`config.mk`:
```
export PLATFORM = sky130hd
export DESIGN_NAME = cmp_chg_irq
export DESIGN_NICKNAME = d
export VERILOG_FILES = /design/src/rtl/cmp_chg_pkg.sv /design/src/rtl/cmp_sync.sv /design/src/rtl/cmp_snap.sv /design/src/rtl/cmp_flag.sv /design/src/rtl/cmp_chg_irq.sv
export SDC_FILE = /design/constraint.sdc
export NUM_CORES = 1
export LEC_CHECK = 0
export BUFFER_PORTS_ARGS = -buffer_cell sky130_fd_sc_hd__buf_2
export CORE_AREA = 4 4 41 43
export DETAILED_ROUTE_END_ITERATION = 7
export DIE_AREA = 0 0 45 47
export PLACE_DENSITY = 0.73
export SYNTH_ARGS = -nofsm -noshare
export SYNTH_HDL_FRONTEND = slang
export SYNTH_SLANG_ARGS = --single-unit
```
`constraint.sdc`:
```
create_clock -name clk -period 2.3 [get_ports clk]
set_input_delay 0.23 -clock clk [delete_from_list [all_inputs] [get_ports clk]]
set_output_delay 0.23 -clock clk [all_outputs]
set_load 0.02 [all_outputs]
```
`src/rtl/cmp_chg_pkg.sv`:
```
package cmp_chg_pkg;
    localparam int EN_W = 3;
    localparam int EN_LOCAL  = 0;
    localparam int EN_PERIPH = 1;
    localparam int EN_GLOBAL = 2;

    typedef struct packed {
        logic            flag;
        logic [EN_W-1:0] en;
    } flag_state_t;
endpackage

```
`src/rtl/cmp_sync.sv`:
```
module cmp_sync #(
    parameter int N      = 2,
    parameter int STAGES = 2
) (
    input  logic         clk,
    input  logic         rst_n,
    input  logic [N-1:0] async_i,
    output logic [N-1:0] sync_o
);
    logic [N-1:0] stage_d [STAGES];
    logic [N-1:0] stage_q [STAGES];

    always_comb begin
        stage_d[0] = async_i;
        for (int s = 1; s < STAGES; s++) begin
            stage_d[s] = stage_q[s-1];
        end
    end

    always_ff @(posedge clk or negedge rst_n) begin
        if (!rst_n) begin
            for (int s = 0; s < STAGES; s++) stage_q[s] <= '0;
        end else begin
            for (int s = 0; s < STAGES; s++) stage_q[s] <= stage_d[s];
        end
    end

    assign sync_o = stage_q[STAGES-1];
endmodule

```
`src/rtl/cmp_snap.sv`:
```
module cmp_snap #(
    parameter int N     = 2,
    parameter int REG_W = 8
) (
    input  logic             clk,
    input  logic             rst_n,
    input  logic [N-1:0]     sync_i,
    input  logic             reg_rd_i,
    input  logic             reg_wr_i,
    input  logic [N-1:0]     inv_wdata_i,
    output logic [REG_W-1:0] ctrl_rdata_o,
    output logic             mismatch_o
);
    localparam int PAD_W = REG_W - 2*N;

    typedef struct packed {
        logic [N-1:0] inv;
        logic [N-1:0] snap;
    } snap_state_t;

    snap_state_t  st_d, st_q;
    logic [N-1:0] live;

    always_comb begin
        st_d = st_q;
        live = sync_i ^ st_q.inv;
        if (reg_wr_i) st_d.inv = inv_wdata_i;
        if (reg_rd_i || reg_wr_i) st_d.snap = sync_i ^ st_d.inv;
    end

    always_ff @(posedge clk or negedge rst_n) begin
        if (!rst_n) st_q <= '0;
        else        st_q <= st_d;
    end

    assign mismatch_o   = |(live ^ st_q.snap);
    assign ctrl_rdata_o = {live, st_q.inv, {PAD_W{1'b0}}};
endmodule

```
`src/rtl/cmp_flag.sv`:
```
module cmp_flag
    import cmp_chg_pkg::*;
(
    input  logic            clk,
    input  logic            rst_n,
    input  logic            mismatch_i,
    input  logic            flag_wr_i,
    input  logic            flag_wdata_i,
    input  logic            en_wr_i,
    input  logic [EN_W-1:0] en_wdata_i,
    output logic            flag_o,
    output logic            irq_o
);
    flag_state_t st_d, st_q;

    always_comb begin
        st_d = st_q;
        if (en_wr_i)    st_d.en   = en_wdata_i;
        if (flag_wr_i)  st_d.flag = flag_wdata_i;
        if (mismatch_i) st_d.flag = 1'b1;
    end

    always_ff @(posedge clk or negedge rst_n) begin
        if (!rst_n) st_q <= '0;
        else        st_q <= st_d;
    end

    assign flag_o = st_q.flag;
    assign irq_o  = st_q.flag & st_q.en[EN_LOCAL] & st_q.en[EN_PERIPH] & st_q.en[EN_GLOBAL];
endmodule

```
`src/rtl/cmp_chg_irq.sv`:
```
module cmp_chg_irq
    import cmp_chg_pkg::*;
#(
    parameter int N_CMP       = 2,
    parameter int REG_W       = 8,
    parameter int SYNC_STAGES = 2
) (
    input  logic             clk,
    input  logic             rst_n,
    input  logic [N_CMP-1:0] cmp_raw_i,
    input  logic             reg_rd_i,
    input  logic             reg_wr_i,
    input  logic [REG_W-1:0] reg_wdata_i,
    input  logic             flag_wr_i,
    input  logic             flag_wdata_i,
    input  logic             en_wr_i,
    input  logic [EN_W-1:0]  en_wdata_i,
    output logic [REG_W-1:0] ctrl_rdata_o,
    output logic             flag_o,
    output logic             irq_o
);
    localparam int INV_LSB = REG_W - 2*N_CMP;

    logic [N_CMP-1:0] sync_w;
    logic             mismatch_w;
    logic             unused_wbits;

    assign unused_wbits = ^{reg_wdata_i[REG_W-1 -: N_CMP], reg_wdata_i[INV_LSB-1:0]};

    cmp_sync #(.N(N_CMP), .STAGES(SYNC_STAGES)) sync_i (
        .clk     (clk),
        .rst_n   (rst_n),
        .async_i (cmp_raw_i),
        .sync_o  (sync_w)
    );

    cmp_snap #(.N(N_CMP), .REG_W(REG_W)) snap_i (
        .clk          (clk),
        .rst_n        (rst_n),
        .sync_i       (sync_w),
        .reg_rd_i     (reg_rd_i),
        .reg_wr_i     (reg_wr_i),
        .inv_wdata_i  (reg_wdata_i[INV_LSB +: N_CMP]),
        .ctrl_rdata_o (ctrl_rdata_o),
        .mismatch_o   (mismatch_w)
    );

    cmp_flag flag_i (
        .clk          (clk),
        .rst_n        (rst_n),
        .mismatch_i   (mismatch_w),
        .flag_wr_i    (flag_wr_i),
        .flag_wdata_i (flag_wdata_i),
        .en_wr_i      (en_wr_i),
        .en_wdata_i   (en_wdata_i),
        .flag_o       (flag_o),
        .irq_o        (irq_o)
    );
endmodule

```
==> flow_results.xml, run 1 <==
<?xml version="1.0" encoding="UTF-8"?>
<metrics>
  <group name="setup_path">
    <metric name="critPathCapture" unit="">ctrl_rdata_o[6]</metric>
    <metric name="worst_path_largest_cell_delay" unit="ns">0.40</metric>
    <metric name="critical_path.reg2reg.startpoint" unit="">snap_i.ctrl_rdata_o[4]</metric>
    <metric name="r2r_cells" unit="">3</metric>
    <metric name="cell_depth_of_the_worst_setup_path" unit="">2</metric>
    <metric name="timing.critical_path.required" unit="ns">2.07</metric>
    <metric name="timing.critical_path.slowest_stage_cell" unit="">sky130_fd_sc_hd__dfrtp_1</metric>
    <metric name="cp_max_fo" unit="">3</metric>
    <metric name="worst_path_top_cell_family_by_delay" unit="">flip-flops</metric>
    <metric name="timing.critical_path.buf_inv" unit="">1</metric>
    <metric name="worstSetupStartpoint" unit="">snap_i.ctrl_rdata_o[4]</metric>
    <metric name="criticalPathCategory" unit="">reg2out</metric>
    <metric name="worst-endpoint-arrival" unit="ns">1.09</metric>
    <metric name="start_kind" unit="">flip-flop</metric>
    <metric name="path_cells" unit="">xor2_1 -&gt; buf_2</metric>
    <metric name="r2r_slack" unit="ns">1.28</metric>
    <metric name="rr_endpoint" unit="">snap_i.st_q[0]</metric>
    <metric name="worstSetupEndpointType" unit="">primary output</metric>
  </group>
  <group name="pwr">
    <metric name="max-vdd-ir-drop" unit="µV">396</metric>
    <metric name="powerDensity" unit="mW/mm²">728</metric>
    <metric name="p_leak" unit="nW">0.306</metric>
  </group>
  <group name="timing">
    <metric name="layout_min_cycle_time" unit="ns">1.32</metric>
    <metric name="setup-tns-final" unit="ns">0</metric>
    <metric name="slew_viol_final" unit="">0</metric>
    <metric name="finalHoldViolations" unit="">0</metric>
    <metric name="final_min_period_over_clock_period" unit="">0.573</metric>
    <metric name="fin_skew" unit="ns">0.00180</metric>
    <metric name="setup_violations" unit="">0</metric>
    <metric name="maxClockFrequency" unit="MHz">758</metric>
    <metric name="setup_repair_after_global_routing_missed_its_margin" unit="">false</metric>
  </group>
  <group name="yosys">
    <metric name="synth_area_leaders" unit="">sky130_fd_sc_hd__dfrtp_1 59%, sky130_fd_sc_hd__buf_4 8.8%, sky130_fd_sc_hd__xnor2_1 6.9%, sky130_fd_sc_hd__mux2_2 6.6%, sky130_fd_sc_hd__mux2_4 5.9%</metric>
    <metric name="ys_warns" unit="">0</metric>
    <metric name="ys_seq_elements" unit="">12</metric>
    <metric name="sequential_fraction_of_the_synthesis_area" unit="">0.588</metric>
    <metric name="synth_fa_ha_area_frac" unit="">0</metric>
    <metric name="netlist.area_leader.share" unit="">0.588</metric>
    <metric name="yosys_cell_types" unit="">13</metric>
    <metric name="synth-simple-area-share" unit="">0.0490</metric>
    <metric name="post_synth_mux_area_share" unit="">0.145</metric>
    <metric name="synth_largest_area_cell" unit="">sky130_fd_sc_hd__dfrtp_1</metric>
    <metric name="dominant_combinational_cell_family_by_area_after_synthesis" unit="">multiplexers</metric>
    <metric name="synth_cells" unit="">38</metric>
    <metric name="post_synth_instance_area" unit="µm²">510</metric>
    <metric name="post_synthesis_compound_gate_area_fraction" unit="">0.0196</metric>
    <metric name="synth_xor_area_frac" unit="">0.103</metric>
    <metric name="syn-mean-instance-area" unit="µm²">13.4</metric>
  </group>
  <group name="clock_network">
    <metric name="clk_root_buffer_cell" unit="">sky130_fd_sc_hd__clkbuf_4</metric>
    <metric name="cts_tree" unit="">built</metric>
    <metric name="htree_levels" unit="">1</metric>
    <metric name="holdBufCountCts" unit="">1</metric>
    <metric name="cts_bufs_inserted" unit="">3</metric>
    <metric name="ctsLongestPathBuffers" unit="">2</metric>
    <metric name="postCtsSetupRepairBufs" unit="">0</metric>
    <metric name="postCtsResizedCells" unit="">0</metric>
    <metric name="cts_sinks" unit="">12</metric>
    <metric name="worst_setup_hold_path_clk_slew" unit="ns">0.06</metric>
    <metric name="insertion_delay_of_the_later_clocked_pin_in_the_worst_skew_pair" unit="ns">0.26</metric>
  </group>
  <group name="route">
    <metric name="antenna_left" unit="">0</metric>
    <metric name="per_cell_routed_wire_length" unit="µm">10.6</metric>
    <metric name="finalWirelength" unit="µm">773</metric>
    <metric name="vias" unit="">310</metric>
    <metric name="drt_iter0_markers" unit="">3</metric>
    <metric name="routed_via_density" unit="">4.25</metric>
    <metric name="detailedRoute.firstPassIterationCount" unit="">2</metric>
    <metric name="drcViolationCount" unit="">0</metric>
  </group>
  <group name="grt">
    <metric name="grt_remaining_overflow" unit="">0</metric>
    <metric name="grt_use_total" unit="">0.0845</metric>
    <metric name="gr-usage-met1" unit="">0.0887</metric>
    <metric name="global_route_track_usage_on_met2" unit="">0.133</metric>
    <metric name="first_global_vias" unit="">293</metric>
    <metric name="grt_use_met3" unit="">0.0690</metric>
    <metric name="largest_net_degree_at_the_start_of_global_routing" unit="">13</metric>
    <metric name="grt.busiest_layer" unit="">met2</metric>
    <metric name="antenna_found_initial" unit="">0</metric>
    <metric name="grt_first_pass_wirelength" unit="µm">1160</metric>
  </group>
  <group name="finish">
    <metric name="layout.cells.most_common" unit="">sky130_fd_sc_hd__buf_2</metric>
    <metric name="antenna_cells" unit="">0</metric>
    <metric name="postLayoutCoreUtil" unit="">0.479</metric>
    <metric name="syn_to_final_growth" unit="%">22.1</metric>
    <metric name="most_frequent_cells_in_the_layout" unit="">19 x sky130_fd_sc_hd__buf_2, 12 x sky130_fd_sc_hd__dfrtp_1, 4 x sky130_fd_sc_hd__xnor2_1, 4 x sky130_fd_sc_hd__conb_1</metric>
    <metric name="num-nets-final" unit="">80</metric>
    <metric name="final_layout_size_suffix_gt1_frac" unit="">0.466</metric>
  </group>
  <group name="worst_hold_path">
    <metric name="worst_hold_path_type" unit="">in2reg</metric>
    <metric name="hp-start" unit="">cmp_raw_i[1]</metric>
  </group>
  <group name="place">
    <metric name="io_buffer_count" unit="">19</metric>
    <metric name="routabilityCongestion" unit="">0.697</metric>
  </group>
  <group name="floorplan">
    <metric name="floorplan.io_pins" unit="">30</metric>
    <metric name="dieWidth" unit="µm">45</metric>
    <metric name="coreArea" unit="mm²">0.00130</metric>
    <metric name="floorplan.initialDensity" unit="">0.392</metric>
    <metric name="fp.dieH" unit="µm">47</metric>
    <metric name="design.die.area" unit="mm²">0.00212</metric>
    <metric name="rows" unit="">13</metric>
  </group>
  <group name="run">
    <metric name="drv_cap" unit="">0</metric>
  </group>
  <group name="status">
    <metric name="outcome" unit="">finished, final reports clean</metric>
  </group>
</metrics>
cell families (layout without fill, tap and decap cells):
logic type      Yosys count  after routing
flops                    12             12
simple gates              5              5
mux                       6              6
other cells               1              4
compound gates            2              2
buf+inv                   6             23
xor+xnor                  6              6
state kept, by name (all words and copies together), names as in the netlist:
| signal | flops |
|---|---|
| flag_i.st_q | 3 |
| snap_i.ctrl_rdata_o | 2 |
| snap_i.st_q | 2 |
| sync_i.stage_d | 2 |
| sync_i.sync_o | 2 |
| flag_i.flag_o | 1 |
power by group:
group / total (mW) / switching [mW] / internal (mW)
sequential: 0.244 / 0.0123 / 0.231
clock: 0.117 / 0.0566 / 0.0603
combinational: 0.0934 / 0.0495 / 0.0439
total: 0.454 / 0.118 / 0.335
synthesized netlist by cell type:
library cell / instances
sky130_fd_sc_hd__nand2_1: 2
sky130_fd_sc_hd__dfrtp_1: 12
sky130_fd_sc_hd__mux2_4: 2
sky130_fd_sc_hd__nand3_1: 1
sky130_fd_sc_hd__o21ai_1: 2
sky130_fd_sc_hd__nor2_1: 1
sky130_fd_sc_hd__xor2_1: 2
sky130_fd_sc_hd__and4_1: 1
sky130_fd_sc_hd__buf_4: 6
sky130_fd_sc_hd__xnor2_1: 4
sky130_fd_sc_hd__mux2i_1: 1
sky130_fd_sc_hd__mux2_2: 3
sky130_fd_sc_hd__conb_1: 1
worst min path at each step:
stage	endpoint	slack, ns	depth (start not counted)
5_1_grt	sync_i.stage_d[0]	0.05	1
3_5_place_dp	sync_i.sync_o[0]	0.12	1
6_report	sync_i.stage_d[1]	0.07	1
4_1_cts	sync_i.stage_d[1]	0.06	1
3_3_place_gp	snap_i.ctrl_rdata_o[4]	0.11	1
2_1_floorplan	flag_i.flag_o	-0.07	0
routing by layer:
metal | up-vias | part of all wire | wire, µm
met5 | - | 0 | 0
met4 | 0 | 0 | 0
met3 | 0 | 0.12 | 92
met2 | 17 | 0.48 | 373
met1 | 137 | 0.40 | 307
li1 | 156 | - | -
final cells by class:
type / instances / area [µm²]
fillers: 125 / 678
flip-flops and latches: 12 / 300
multi-input cells: 23 / 176
repair buffers: 20 / 105
clock buffers: 3 / 22.5
well taps: 15 / 18.8
metrics by stage:
step	cells	instance area [µm²]	worst slack, ns	hold slack [ns]	power [mW]
global placement	69	591	1.26	0.112	0.339
finish	73	623	0.981	0.0731	0.454
CTS	73	623	0.950	0.0616	0.466
detailed placement	69	591	1.25	0.121	0.342
global route	73	623	0.866	0.0488	0.489
floorplan	41	522	1.10	-0.0656	0.317
No activity file was read; power rests on OpenSTA's default activity.
==> run 2, diff against run 1 <==
--- a/config.mk
+++ b/config.mk
@@ -5,10 +5,11 @@
 export SDC_FILE = /design/constraint.sdc
 export NUM_CORES = 1
 export LEC_CHECK = 0
+export ABC_AREA = 1
 export BUFFER_PORTS_ARGS = -buffer_cell sky130_fd_sc_hd__buf_2
-export CORE_AREA = 4 4 41 43
+export CORE_MARGIN = 4
+export CORE_UTILIZATION = 38
 export DETAILED_ROUTE_END_ITERATION = 7
-export DIE_AREA = 0 0 45 47
 export PLACE_DENSITY = 0.73
 export SYNTH_ARGS = -nofsm -noshare
 export SYNTH_HDL_FRONTEND = slang
==> constraint.sdc (replaced) <==
create_clock -name clk -period 1.2 [get_ports clk]
set_input_delay 0.12 -clock clk [delete_from_list [all_inputs] [get_ports clk]]
set_output_delay 0.12 -clock clk [all_outputs]
set_load 0.02 [all_outputs]
==> flow_results.xml, run 2 <==
<?xml version="1.0" encoding="UTF-8"?>
<metrics>
  <group name="timing">
    <metric name="layout_min_cycle_time" unit="ns">1.13</metric>
    <metric name="maxClockFrequency" unit="MHz">881</metric>
    <metric name="finalHoldViolations" unit="">0</metric>
    <metric name="slew_viol_final" unit="">0</metric>
    <metric name="fin_skew" unit="ns">0.00423</metric>
    <metric name="setup_violations" unit="">0</metric>
    <metric name="final_min_period_over_clock_period" unit="">0.946</metric>
  </group>
  <group name="route">
    <metric name="drcViolationCount" unit="">0</metric>
    <metric name="vias" unit="">484</metric>
    <metric name="drt_iter0_markers" unit="">0</metric>
    <metric name="antenna_left" unit="">0</metric>
    <metric name="finalWirelength" unit="µm">1050</metric>
    <metric name="per_cell_routed_wire_length" unit="µm">9.29</metric>
    <metric name="routed_via_density" unit="">4.28</metric>
    <metric name="detailedRoute.firstPassIterationCount" unit="">1</metric>
  </group>
  <group name="finish">
    <metric name="num-nets-final" unit="">119</metric>
    <metric name="final_cell_count_no_fill" unit="">113</metric>
    <metric name="most_frequent_cells_in_the_layout" unit="">21 x sky130_fd_sc_hd__nand2_1, 17 x sky130_fd_sc_hd__buf_2, 12 x sky130_fd_sc_hd__dfrtp_1, 9 x sky130_fd_sc_hd__nand3_1, 6 x sky130_fd_sc_hd__buf_4</metric>
    <metric name="final_layout_size_suffix_gt1_frac" unit="">0.398</metric>
    <metric name="register_area" unit="µm²">300</metric>
    <metric name="syn_to_final_growth" unit="%">34.6</metric>
    <metric name="antenna_cells" unit="">0</metric>
    <metric name="top_register" unit="">flag_i.st_q</metric>
    <metric name="layout.cells.most_common" unit="">sky130_fd_sc_hd__nand2_1</metric>
    <metric name="postLayoutCoreUtil" unit="">0.570</metric>
    <metric name="multi_input_comb_area" unit="µm²">218</metric>
    <metric name="max_reg_flops" unit="">3</metric>
    <metric name="filler_cell_count" unit="">132</metric>
  </group>
  <group name="yosys">
    <metric name="sequential_fraction_of_the_synthesis_area" unit="">0.519</metric>
    <metric name="post_synthesis_compound_gate_area_fraction" unit="">0.0173</metric>
    <metric name="synth_area_leaders" unit="">sky130_fd_sc_hd__dfrtp_1 52%, sky130_fd_sc_hd__nand2_1 16%, sky130_fd_sc_hd__nand3_1 7.8%, sky130_fd_sc_hd__buf_4 7.8%, sky130_fd_sc_hd__inv_1 5.2%</metric>
    <metric name="post_synth_mux_area_share" unit="">0.0390</metric>
    <metric name="synth_fa_ha_area_frac" unit="">0</metric>
    <metric name="synth_largest_area_cell" unit="">sky130_fd_sc_hd__dfrtp_1</metric>
    <metric name="synth_xor_area_frac" unit="">0</metric>
    <metric name="yosys_cell_types" unit="">12</metric>
    <metric name="synth_most_common_cell" unit="">sky130_fd_sc_hd__nand2_1</metric>
    <metric name="netlist.area_leader.share" unit="">0.519</metric>
    <metric name="synth_cells" unit="">70</metric>
    <metric name="dominantRegCellSynth" unit="">sky130_fd_sc_hd__dfrtp_1</metric>
    <metric name="synth-simple-area-share" unit="">0.281</metric>
    <metric name="ys_top_cells_by_count" unit="">24 x sky130_fd_sc_hd__nand2_1, 12 x sky130_fd_sc_hd__dfrtp_1, 9 x sky130_fd_sc_hd__nand3_1, 8 x sky130_fd_sc_hd__inv_1, 6 x sky130_fd_sc_hd__buf_4</metric>
    <metric name="synth_edf_count" unit="">0</metric>
    <metric name="async_reset_ff_frac" unit="">1.00</metric>
    <metric name="ys_seq_elements" unit="">12</metric>
    <metric name="syn-mean-instance-area" unit="µm²">8.26</metric>
    <metric name="post_synth_instance_area" unit="µm²">578</metric>
    <metric name="ys_warns" unit="">0</metric>
    <metric name="dominant_combinational_cell_family_by_area_after_synthesis" unit="">simple AND/OR/NAND/NOR gates</metric>
  </group>
  <group name="grt">
    <metric name="grt_first_pass_wirelength" unit="µm">1690</metric>
    <metric name="grt.busiest_layer" unit="">met2</metric>
    <metric name="gr-usage-met1" unit="">0.120</metric>
    <metric name="grt_use_total" unit="">0.114</metric>
    <metric name="largest_net_degree_at_the_start_of_global_routing" unit="">13</metric>
    <metric name="first_global_vias" unit="">448</metric>
    <metric name="grt_remaining_overflow" unit="">0</metric>
    <metric name="grt_use_met3" unit="">0.0345</metric>
    <metric name="antenna_found_initial" unit="">0</metric>
    <metric name="global_route_track_usage_on_met2" unit="">0.184</metric>
  </group>
  <group name="floorplan">
    <metric name="floorplan.io_pins" unit="">30</metric>
    <metric name="dieWidth" unit="µm">47</metric>
    <metric name="floorplan.initialDensity" unit="">0.423</metric>
    <metric name="fp.dieH" unit="µm">47</metric>
    <metric name="coreArea" unit="mm²">0.00137</metric>
    <metric name="rows" unit="">13</metric>
    <metric name="design.die.area" unit="mm²">0.00221</metric>
  </group>
  <group name="pwr">
    <metric name="p_leak" unit="nW">0.434</metric>
    <metric name="max-vdd-ir-drop" unit="µV">649</metric>
    <metric name="powerDensity" unit="mW/mm²">1250</metric>
    <metric name="report.power.total" unit="µW">973</metric>
  </group>
  <group name="clock_network">
    <metric name="clk_root_buffer_cell" unit="">sky130_fd_sc_hd__clkbuf_4</metric>
    <metric name="htree_levels" unit="">1</metric>
    <metric name="ctsLongestPathBuffers" unit="">2</metric>
    <metric name="cts_sinks" unit="">12</metric>
    <metric name="cts_bufs_inserted" unit="">3</metric>
    <metric name="cts_tree" unit="">built</metric>
    <metric name="worst_setup_hold_path_clk_slew" unit="ns">0.07</metric>
    <metric name="insertion_delay_of_the_later_clocked_pin_in_the_worst_skew_pair" unit="ns">0.27</metric>
  </group>
  <group name="place">
    <metric name="io_buffer_count" unit="">19</metric>
    <metric name="routabilityCongestion" unit="">0.694</metric>
    <metric name="dpl.cell_count" unit="">101</metric>
    <metric name="post-dp-hpwl" unit="µm">820</metric>
  </group>
  <group name="setup_path">
    <metric name="worst-endpoint-arrival" unit="ns">1.01</metric>
    <metric name="criticalPathCategory" unit="">reg2out</metric>
    <metric name="path_cells" unit="">inv_2 -&gt; nand2_2 -&gt; nand2_2 -&gt; buf_6</metric>
    <metric name="worst_path_largest_cell_delay" unit="ns">0.43</metric>
    <metric name="timing.critical_path.required" unit="ns">1.08</metric>
    <metric name="path_common_cell" unit="">sky130_fd_sc_hd__nand2_2</metric>
    <metric name="start_kind" unit="">flip-flop</metric>
    <metric name="worstSetupEndpointType" unit="">primary output</metric>
    <metric name="timing.critical_path.slowest_stage_cell" unit="">sky130_fd_sc_hd__dfrtp_1</metric>
    <metric name="cp_max_fo" unit="">4</metric>
    <metric name="r2r_cells" unit="">5</metric>
  </group>
  <group name="worst_hold_path">
    <metric name="holdPathStages" unit="">3</metric>
    <metric name="worst_hold_path_type" unit="">in2reg</metric>
  </group>
  <group name="status">
    <metric name="outcome" unit="">finished, final reports clean</metric>
  </group>
  <group name="run">
    <metric name="drv_cap" unit="">0</metric>
  </group>
</metrics>
[run 2: layout make-up]
type / count / share of cell area
timing repair buffer: 27 / 0.220
sequential: 12 / 0.386
multi-input combinational: 46 / 0.280
clock buffer: 4 / 0.0466
inverter: 9 / 0.0434
tap: 15 / 0.0241
[run 2: routing by layer]
layer,up-vias,wire length (µm)
met3,2,54
met2,9,558
li1,263,-
met1,210,429
met4,0,8
met5,-,0
[run 2: worst max-delay path: cells and delay by family, from the launching register on]
kind	cells	cell delay, ns
buffers and inverters	2	0.21
DFF	1	0.43
and+or+nand+nor	2	0.12
[run 2: kinds of logic (layout without fill, tap and decap cells)]
family                 Yosys count  after routing
AND/OR/NAND/NOR                 38             38
AO/OA/AOI/OAI                    2              2
multiplexers                     2              2
buffers and inverters           15             40
flip-flops                      12             12
other                            1              4
[run 2: where the power goes]
group | internal, mW | total (mW) | switching [mW]
Clock | 0.184 | 0.312 | 0.128
Combinational | 0.0911 | 0.201 | 0.109
Sequential | 0.437 | 0.461 | 0.0238
[run 2: stage by stage]
| step | hold slack [ns] | setup TNS, ns | instance area [µm²] | setup slack [ns] |
|---|---|---|---|---|
| 2_1_floorplan | -0.176 | 0 | 589 | 0.248 |
| 6_report | 0.0592 | 0 | 778 | 0.0653 |
| 4_1_cts | 0.0500 | 0 | 729 | 0.0142 |
| 5_1_grt | 0.0601 | -0.00187 | 778 | -0.00187 |
| 3_5_place_dp | 0.00376 | 0 | 658 | 0.301 |
| 3_3_place_gp | 0.00647 | 0 | 658 | 0.309 |
[run 2: final timing paths]
path	startpoint	endpoint	slack (ns)
setup reg to reg	snap_i.ctrl_rdata_o[4]	snap_i.st_q[0]	0.24
min in group asynchronous	rst_n	sync_i.sync_o[0]	0.25
hold / removal	en_wdata_i[2]	flag_i.st_q[2]	0.06
max in group asynchronous	rst_n	snap_i.ctrl_rdata_o[5]	0.74
setup / recovery	sync_i.sync_o[0]	ctrl_rdata_o[6]	0.07
hold reg to reg	sync_i.stage_d[1]	sync_i.sync_o[1]	0.35
[run 2: what timing repair did]
action / in CTS / in global routing
pin swaps: 0 / 1
setup buffers: 0 / 5
endpoints found under the hold margin: 14 / 0
hold buffers: 3 / 0
setup endpoints to repair: 2 / 2
resized for setup: 2 / 7
==> run 3, diff against run 2 <==
--- a/config.mk
+++ b/config.mk
@@ -11,6 +11,7 @@
 export CORE_UTILIZATION = 38
 export DETAILED_ROUTE_END_ITERATION = 7
 export PLACE_DENSITY = 0.73
+export RECOVER_POWER = 50
 export SYNTH_ARGS = -nofsm -noshare
 export SYNTH_HDL_FRONTEND = slang
 export SYNTH_SLANG_ARGS = --single-unit
==> flow_results.xml, run 3 (same netlist as run 2, synthesis figures left out) <==
<?xml version="1.0" encoding="UTF-8"?>
<metrics>
  <group name="finish">
    <metric name="num-nets-final" unit="">119</metric>
    <metric name="max_reg_flops" unit="">3</metric>
    <metric name="most_frequent_cells_in_the_layout" unit="">21 x sky130_fd_sc_hd__nand2_1, 16 x sky130_fd_sc_hd__buf_2, 12 x sky130_fd_sc_hd__dfrtp_1, 9 x sky130_fd_sc_hd__nand3_1, 6 x sky130_fd_sc_hd__buf_4</metric>
    <metric name="top_register" unit="">flag_i.st_q</metric>
    <metric name="antenna_cells" unit="">0</metric>
    <metric name="layout.cells.most_common" unit="">sky130_fd_sc_hd__nand2_1</metric>
    <metric name="syn_to_final_growth" unit="%">34.4</metric>
    <metric name="final_layout_size_suffix_gt1_frac" unit="">0.388</metric>
  </group>
  <group name="route">
    <metric name="met1Wirelength" unit="µm">429</metric>
    <metric name="antenna_left" unit="">0</metric>
    <metric name="finalWirelength" unit="µm">1050</metric>
    <metric name="per_cell_routed_wire_length" unit="µm">9.29</metric>
    <metric name="routed_length_on_met2" unit="µm">558</metric>
    <metric name="vias" unit="">484</metric>
    <metric name="detailedRoute.firstPassIterationCount" unit="">1</metric>
    <metric name="detailroute.wirelength.met3" unit="µm">54</metric>
    <metric name="highest-signal-layer" unit="">met4</metric>
    <metric name="drcViolationCount" unit="">0</metric>
    <metric name="drt_iter0_markers" unit="">0</metric>
    <metric name="routed_via_density" unit="">4.28</metric>
  </group>
  <group name="pwr">
    <metric name="max-vdd-ir-drop" unit="µV">647</metric>
    <metric name="p_leak" unit="nW">0.431</metric>
    <metric name="powerDensity" unit="mW/mm²">1250</metric>
  </group>
  <group name="floorplan">
    <metric name="floorplan.io_pins" unit="">30</metric>
    <metric name="rows" unit="">13</metric>
    <metric name="design.die.area" unit="mm²">0.00221</metric>
    <metric name="coreArea" unit="mm²">0.00137</metric>
    <metric name="floorplan.initialDensity" unit="">0.423</metric>
    <metric name="dieWidth" unit="µm">47</metric>
    <metric name="fp.dieH" unit="µm">47</metric>
  </group>
  <group name="timing">
    <metric name="layout_min_cycle_time" unit="ns">1.13</metric>
    <metric name="post-route-worst-setup-slack" unit="ns">0.0653</metric>
    <metric name="finalHoldViolations" unit="">0</metric>
    <metric name="fin_skew" unit="ns">0.00423</metric>
    <metric name="maxClockFrequency" unit="MHz">881</metric>
    <metric name="slew_viol_final" unit="">0</metric>
    <metric name="timing.slew.headroom" unit="">0.584</metric>
    <metric name="setup_violations" unit="">0</metric>
    <metric name="fin_worst_hold_slack" unit="ns">0.0592</metric>
    <metric name="tightestPinTransition" unit="ns">0.624</metric>
    <metric name="final_min_period_over_clock_period" unit="">0.946</metric>
  </group>
  <group name="place">
    <metric name="io_buffer_count" unit="">19</metric>
    <metric name="post-dp-hpwl" unit="µm">820</metric>
    <metric name="dp_slack" unit="ns">0.301</metric>
    <metric name="routabilityCongestion" unit="">0.694</metric>
  </group>
  <group name="grt">
    <metric name="grt_use_total" unit="">0.114</metric>
    <metric name="antenna_found_initial" unit="">0</metric>
    <metric name="first_global_vias" unit="">448</metric>
    <metric name="largest_net_degree_at_the_start_of_global_routing" unit="">13</metric>
    <metric name="grt_remaining_overflow" unit="">0</metric>
    <metric name="grt_first_pass_wirelength" unit="µm">1690</metric>
  </group>
  <group name="setup_path">
    <metric name="cp_max_fo" unit="">4</metric>
    <metric name="timing.critical_path.required" unit="ns">1.08</metric>
    <metric name="worstSetupEndpointType" unit="">primary output</metric>
    <metric name="criticalPathCategory" unit="">reg2out</metric>
    <metric name="start_kind" unit="">flip-flop</metric>
    <metric name="worst-endpoint-arrival" unit="ns">1.01</metric>
  </group>
  <group name="clock_network">
    <metric name="clk_root_buffer_cell" unit="">sky130_fd_sc_hd__clkbuf_4</metric>
    <metric name="worst_setup_hold_path_clk_slew" unit="ns">0.07</metric>
    <metric name="insertion_delay_of_the_later_clocked_pin_in_the_worst_skew_pair" unit="ns">0.27</metric>
    <metric name="htree_levels" unit="">1</metric>
    <metric name="cts_sinks" unit="">12</metric>
    <metric name="cts_bufs_inserted" unit="">3</metric>
    <metric name="ctsLongestPathBuffers" unit="">2</metric>
    <metric name="cts_tree" unit="">built</metric>
  </group>
  <group name="status">
    <metric name="outcome" unit="">finished, final reports clean</metric>
  </group>
  <group name="run">
    <metric name="drv_cap" unit="">0</metric>
  </group>
  <group name="worst_hold_path">
    <metric name="worst_hold_path_type" unit="">in2reg</metric>
  </group>
</metrics>
==> run 3: what timing repair did <==
action                     4_1_cts  5_1_grt
pin swaps                        0        1
hold buffers                     3        0
setup endpoints to repair        2        2
setup buffers                    0        5
resized for setup                2        7
hold endpoints to repair        14        0
==> run 3: final timing paths <==
check                                  startpoint                     end  slack [ns]  depth (start not counted)
min in group asynchronous                   rst_n        sync_i.sync_o[0]        0.37                          2
min                                 en_wdata_i[2]          flag_i.st_q[2]        0.06                          3
max in group asynchronous                   rst_n  snap_i.ctrl_rdata_o[5]        0.43                          2
max reg2reg                snap_i.ctrl_rdata_o[4]          snap_i.st_q[0]        0.24                          5
min reg2reg                     sync_i.stage_d[1]        sync_i.sync_o[1]        0.35                          0
max                              sync_i.sync_o[0]         ctrl_rdata_o[6]        0.07                          4
==> run 3: stage by stage <==
step / TNS, ns / std cells / cell area [µm²] / power [mW] / util
6_report: 0 / 113 / 777 / 0.973 / 0.569
5_1_grt: -0.00187 / 113 / 777 / 1.04 / 0.569
4_1_cts: 0 / 108 / 729 / 0.965 / 0.534
3_5_place_dp: 0 / 101 / 658 / 0.635 / 0.482
3_3_place_gp: 0 / 101 / 658 / 0.630 / 0.482
2_1_floorplan: 0 / 73 / 589 / 0.590 / -
==> run 3: worst max-delay path, cell delays in order (launching register included) <==
cell and delay, ns:
sky130_fd_sc_hd__dfrtp_1 0.43, sky130_fd_sc_hd__inv_2 0.10, sky130_fd_sc_hd__nand2_2 0.06, sky130_fd_sc_hd__nand2_2 0.06
sky130_fd_sc_hd__buf_6 0.11
==> run 3: layer usage <==
metal	vias up	global-route usage
met4	0	0.0994
met3	2	0.0345
met1	210	0.120
li1	263	-
met2	9	0.184
met5	-	0
==> run 3: layout make-up <==
| cell class | count | area (µm²) |
|---|---|---|
| Fill cell | 133 | 589 |
| Sequential cell | 12 | 300 |
| Multi-Input combinational cell | 46 | 218 |
| Timing Repair Buffer | 27 | 170 |
| Clock buffer | 4 | 36.3 |
| Inverter | 9 | 33.8 |
| Tap cell | 15 | 18.8 |
==> run 3: report_power, final <==
part	total, mW	switching (mW)	internal, mW
Clock	0.312	0.128	0.184
Combinational	0.200	0.109	0.0906
Sequential	0.461	0.0238	0.437
